$ cat config.mk
export PLATFORM = sky130hd
export DESIGN_NAME = fibgen_top
export DESIGN_NICKNAME = d
export VERILOG_FILES = /design/src/rtl/fib_pkg.sv /design/src/rtl/fib_seq_ctrl.sv /design/src/rtl/fib_term_path.sv /design/src/rtl/fib_out_sel.sv /design/src/rtl/fibgen_top.sv
export SDC_FILE = /design/constraint.sdc
export NUM_CORES = 1
export LEC_CHECK = 0
export BUFFER_PORTS_ARGS = -buffer_cell sky130_fd_sc_hd__buf_2
export CORE_UTILIZATION = 50
export DETAILED_ROUTE_END_ITERATION = 16
export GPL_TIMING_DRIVEN = 0
export PLACE_DENSITY = 0.76
export SLEW_MARGIN = 10
export SYNTH_ARGS = -nofsm -noshare
export SYNTH_HDL_FRONTEND = slang
export SYNTH_SLANG_ARGS = --single-unit
$ cat constraint.sdc
create_clock -name clk -period 2.85 [get_ports clk]
set_input_delay 0.4275 -clock clk [delete_from_list [all_inputs] [get_ports clk]]
set_output_delay 0.4275 -clock clk [all_outputs]
set_load 0.01 [all_outputs]
$ cat src/rtl/fib_pkg.sv
// Shared definitions for the Fibonacci generator.
// Assumes: the state encoding fits in two bits; the output stage decodes it.
package fib_pkg;

    // Controller states; the output stage decodes the restart and first-term codes
    typedef enum logic [1:0] {
        ST_RESTART = 2'b00,
        ST_FIRST   = 2'b01,
        ST_GEN     = 2'b10,
        ST_HOLD    = 2'b11
    } fib_state_e;

endpackage

$ cat src/rtl/fib_seq_ctrl.sv
// Sequence controller: a four-state machine that tracks where the generator
// stands in the series and tells the datapath when to reload or advance.
// Assumes: rst_n is synchronous and active low, and it takes priority over en.
module fib_seq_ctrl
    import fib_pkg::*;
(
    input  logic       clk,
    input  logic       rst_n,
    input  logic       en,
    output fib_state_e state_q,
    output logic       load_init,
    output logic       advance
);

    fib_state_e state_d;

    // Next-state selection: restart dominates, then the enable decides
    always_comb begin
        state_d = state_q;
        if (!rst_n) begin
            state_d = ST_RESTART;
        end else if (!en) begin
            state_d = (state_q == ST_RESTART) ? ST_RESTART : ST_HOLD;
        end else begin
            unique case (state_q)
                ST_RESTART: state_d = ST_FIRST;
                ST_FIRST:   state_d = ST_GEN;
                ST_GEN:     state_d = ST_GEN;
                ST_HOLD:    state_d = ST_GEN;
                default:    state_d = ST_RESTART;
            endcase
        end
    end

    // Datapath commands, taken straight from the sampled inputs
    always_comb begin
        load_init = !rst_n;
        advance   = rst_n && en;
    end

    // State register with synchronous restart
    always_ff @(posedge clk) begin
        state_q <= state_d;
    end

endmodule

$ cat src/rtl/fib_term_path.sv
// Term datapath: three registers hold the current term and the two before it.
// Advancing shifts the terms down and loads the sum of the current and the
// previous term.
// Assumes: arithmetic wraps at TERM_W bits. After a restart the terms are
// F(0)=0, F(-1)=1 and F(-2)=-1 (all ones), so the first advance gives 1 with
// no special case.
module fib_term_path #(
    parameter int TERM_W = 16
) (
    input  logic              clk,
    input  logic              load_init,
    input  logic              advance,
    output logic [TERM_W-1:0] cur_q,
    output logic [TERM_W-1:0] m1_q,
    output logic [TERM_W-1:0] m2_q
);

    localparam logic [TERM_W-1:0] INIT_CUR = '0;
    localparam logic [TERM_W-1:0] INIT_M1  = TERM_W'(1);
    localparam logic [TERM_W-1:0] INIT_M2  = '1;

    logic [TERM_W-1:0] sum_d;
    logic [TERM_W-1:0] cur_d;
    logic [TERM_W-1:0] m1_d;
    logic [TERM_W-1:0] m2_d;

    // Adder for the next term, reduced modulo 2^TERM_W
    always_comb begin
        sum_d = cur_q + m1_q;
    end

    // Next values of the three terms: reload, shift forward, or keep
    always_comb begin
        if (load_init) begin
            cur_d = INIT_CUR;
            m1_d  = INIT_M1;
            m2_d  = INIT_M2;
        end else if (advance) begin
            cur_d = sum_d;
            m1_d  = cur_q;
            m2_d  = m1_q;
        end else begin
            cur_d = cur_q;
            m1_d  = m1_q;
            m2_d  = m2_q;
        end
    end

    // Term registers
    always_ff @(posedge clk) begin
        cur_q <= cur_d;
        m1_q  <= m1_d;
        m2_q  <= m2_d;
    end

endmodule

$ cat src/rtl/fib_out_sel.sv
// Output stage: shows the term that matches the controller state, at the
// output width. Restart shows 0, first-term shows 1, and generate or hold
// shows the current register.
// Assumes: OUT_W >= 1. Upper bits are zero-filled when OUT_W > TERM_W and the
// term is cut when OUT_W is narrower.
module fib_out_sel
    import fib_pkg::*;
#(
    parameter int TERM_W = 16,
    parameter int OUT_W  = 17
) (
    input  fib_state_e        state_q,
    input  logic [TERM_W-1:0] cur_q,
    output logic [OUT_W-1:0]  fib_out
);

    logic [OUT_W-1:0] cur_ext;

    // Width adaptation of the current term
    generate
        if (OUT_W > TERM_W) begin : g_pad
            localparam int PAD_W = OUT_W - TERM_W;
            assign cur_ext = {{PAD_W{1'b0}}, cur_q};
        end else begin : g_cut
            assign cur_ext = cur_q[OUT_W-1:0];
        end
    endgenerate

    // State-based selection of the visible term
    always_comb begin
        unique case (state_q)
            ST_RESTART: fib_out = '0;
            ST_FIRST:   fib_out = OUT_W'(1);
            default:    fib_out = cur_ext;
        endcase
    end

endmodule

$ cat src/rtl/fibgen_top.sv
// Enable-gated Fibonacci generator top: wires the controller, the term
// datapath and the output stage together.
// Assumes: a single clock, with rst_n synchronous and active low.
module fibgen_top
    import fib_pkg::*;
#(
    parameter int TERM_W = 16,
    parameter int OUT_W  = 17
) (
    input  logic             clk,
    input  logic             rst_n,
    input  logic             en,
    output logic [OUT_W-1:0] fib_out
);

    fib_state_e        state_q;
    logic              load_init;
    logic              advance;
    logic [TERM_W-1:0] cur_q;
    logic [TERM_W-1:0] m1_q;
    logic [TERM_W-1:0] m2_q;

    fib_seq_ctrl u_ctrl (
        .clk       (clk),
        .rst_n     (rst_n),
        .en        (en),
        .state_q   (state_q),
        .load_init (load_init),
        .advance   (advance)
    );

    fib_term_path #(.TERM_W(TERM_W)) u_terms (
        .clk       (clk),
        .load_init (load_init),
        .advance   (advance),
        .cur_q     (cur_q),
        .m1_q      (m1_q),
        .m2_q      (m2_q)
    );

    fib_out_sel #(.TERM_W(TERM_W), .OUT_W(OUT_W)) u_out (
        .state_q   (state_q),
        .cur_q     (cur_q),
        .fib_out   (fib_out)
    );

endmodule

==> key figures <==
Clock tree
  • TritonCTS Buffers: 5
  • Clk slew on worst S/H paths: 0.07 ns
  • Post_cts resized: 0
  • Number of hold buffers added after CTS: 0
  • Insertion delay to the later sink of the worst-skew pair: 0.29 ns
  • CTS tree: yes
  • Sink Count: 34
  • CTS max path bufs: 2
  • Setup bufs post-CTS: 0
  • H-tree depth: 2
  • CTS root buf: clkbuf_8

Route
  • DR pass1 iterations: 4
  • Via count: 1672
  • Final WL: 4290 µm
  • Met2 wire length: 1950 µm
  • Top Layer Used: met4
  • Final ANT Viol Nets: 0
  • Routed WL per cell: 14.2 µm
  • Drt drc: 0
  • Drt first-iter violations: 106
  • Via density: 5.55
  • DRT met1 WL: 2110 µm
  • Routed length on met3: 175 µm

Placement
  • GP Congestion: 0.904
  • Port buffer count: 17
  • Dpl cell area: 2230 µm²
  • DP HPWL: 3110 µm
  • Placement Setup Slack: 0.640 ns
  • Number of placed instances, taps included: 293

STA
  • Slew Viols, Final: 0
  • FMAX: 0.445 GHz
  • Tcrit/Tclk final: 0.788
  • Minimum clock period: 2.25 ns
  • WHS: 0.487 ns
  • Final setup viols: 0
  • Post-route worst setup slack: 0.603 ns
  • Worst Skew: 0.00643 ns
  • RSZ-0062 raised after global routing: false
  • Max_slew headroom: 0.510
  • Final hold vios: 0
  • Setup TNS: 0 ns
  • Worst slew pin tran: 0.735 ns

Finish
  • Ant. Diodes: 0
  • Layout Nets: 269
  • Layout cells sized above 1: 0.127
  • Fillers: 372
  • Final Util: 0.581
  • Post-route insts no fill: 301
  • Post-Layout Inst Area: 2320 µm²
  • Area delta synth->final: 11.5%

Global route
  • First-pass GRT wire length: 7300 µm
  • Vias in the first global route: 1589
  • Antenna violations before repair: 0
  • Gr usage total: 0.221
  • GR Overflow Total: 0
  • Largest net degree at the start of global routing: 11

Pwr
  • P per Cell Area: 408 nW/µm²
  • Sw frac: 0.242
  • Int Pwr: 0.718 mW
  • Worst VDD drop: 0.000200 V
  • Register share of total power: 0.525
  • Leakage: 1.05 nW
  • Switching power of the nets: 0.230 mW
  • Clk network pwr share: 0.385
  • Combinational Power Share: 0.089
  • Tot Pwr: 0.948 mW

Setup path
  • Element type at the critical path start: register
  • CP max stage delay: 0.42 ns
  • Worst endpoint required time: 3.02 ns
  • Worst-path cell chain: ha_1 > fa_1 > a21oi_1 > o21ai_1 > a31oi_1 > nor2b_1 > nor4_1 > o41ai_1
  • Crit-path slowest cell: fa_1
  • CP endpoint kind: register
  • CP max FO: 4
  • CP Class: reg -> reg
  • Worst EP arrival: 2.42 ns

Logic synthesis
  • Synth Register Bits: 34
  • Cell count after synthesis: 226
  • Largest cells by area after synthesis: dfxtp_1, mux2i_1, ha_1, nor2b_1, and2_1
  • Top-count cell post-synth: dfxtp_1
  • Post-synth ARST share: 0
  • Synth unique cells: 47
  • EDFF count, synth: 0
  • Yosys top cell by area: dfxtp_1
  • Sequential fraction of the synthesis area: 0.326
  • Post-synth design cell area: 2090 µm²
  • Synth top cells by count: dfxtp_1, mux2i_1, nor2b_1
  • Primary FF master, synth: dfxtp_1
  • Syn. warnings: 0
  • Avg Inst Size Synth: 9.23 µm²
  • Share of the synthesized area in the top cell type: 0.326
  • Syn nets: 245

Floorplan
  • I/O pins: 20
  • DIE HEIGHT: 66.6 µm
  • Die area: 4430 µm²
  • Initial Util: 0.521
  • Horiz. Die Dim: 66.6 µm
  • Row cnt: 23
  • Core Box Area: 4000 µm²

Flow run
  • Max Cap Viol: 0

Run status
  • Status: finished, final reports clean

Worst hold path
  • Hold Crit Class: reg -> reg
-- layer usage --
| metal | global-route usage | vias to the layer above |
|---|---|---|
| met5 | 0 | - |
| met1 | 0.290 | 771 |
| met2 | 0.342 | 32 |
| met4 | 0.0798 | 0 |
| met3 | 0.0599 | 6 |
| li1 | - | 863 |
-- placed cells by master (no fill, tap or decap), types with 5 or more instances in the layout --
cell      netlist  layout
dfxtp_1        34      34
ha_1           15      15
and2_1         17      17
a31oi_1         5       5
nand3b_1        5       5
mux2i_1        25      25
buf_2           2      19
o21ai_0         9       9
nand2_1        12      12
xnor2_1         5       5
nor2b_1        25      25
a21oi_1         5       5
nor3_1          5       5
a21o_1          5       5
clkbuf_1        7       8
clkbuf_8        0       6
-- power groups by stage --
stage          combinational, mW  sequential (mW)  clock, mW
2_1_floorplan             0.0648            0.505          0
3_3_place_gp              0.0835            0.509          0
3_5_place_dp              0.0856            0.509          0
4_1_cts                   0.0861            0.498      0.378
5_1_grt                   0.0941            0.500      0.401
6_report                  0.0848            0.498      0.365
-- final timing paths --
kind / start / end / slack, ns / cells past startpoint
setup / recovery: u_terms.cur_q[0] / u_terms.cur_q[10] / 0.60 / 8
setup reg to reg: u_terms.cur_q[0] / u_terms.cur_q[10] / 0.60 / 8
hold / removal: u_terms.cur_q[12] / u_terms.cur_q[12] / 0.49 / 2
hold reg to reg: u_terms.cur_q[12] / u_terms.cur_q[12] / 0.49 / 2
-- state kept, by name (all words and copies together) (netlist names) --
signal          flops
u_terms.cur_q      16
u_terms.m1_q       16
u_ctrl.state_q      2
-- cells by family (layout without fill, tap and decap cells) --
family / count (synthesis) / in the layout / share of synthesized area
and+or+nand+nor: 77 / 77 / 0.215
AOI/OAI and AO/OA: 50 / 50 / 0.168
DFF: 34 / 34 / 0.326
muxes: 26 / 26 / 0.125
adders and majority gates: 16 / 16 / 0.0996
buffers and inverters: 13 / 38 / 0.0264
xor gates and xnor gates: 9 / 9 / 0.0378
other: 1 / 1 / 0.00180
-- area by class of cell --
cell class | count | area [µm²] | area share
well taps | 50 | 62.6 | 0.0269
flip-flops and latches | 34 | 681 | 0.293
multi-input cells | 179 | 1350 | 0.581
clock inverters | 1 | 5.00 | 0.00215
clock buffers | 7 | 86.3 | 0.0371
plain buffers | 11 | 47.5 | 0.0205
repair buffers | 17 | 85.1 | 0.0366
inverters | 2 | 7.51 | 0.00323
-- critical path: cells and delay by family, from the launching register on --
kind                       cells  cell delay [ns]
DFF                            1             0.34
and+or+nand+nor                2             0.28
adders and majority gates      2             0.68
AOI/OAI and AO/OA              4             0.82
Note: power is estimated with default switching activity, not from simulation.
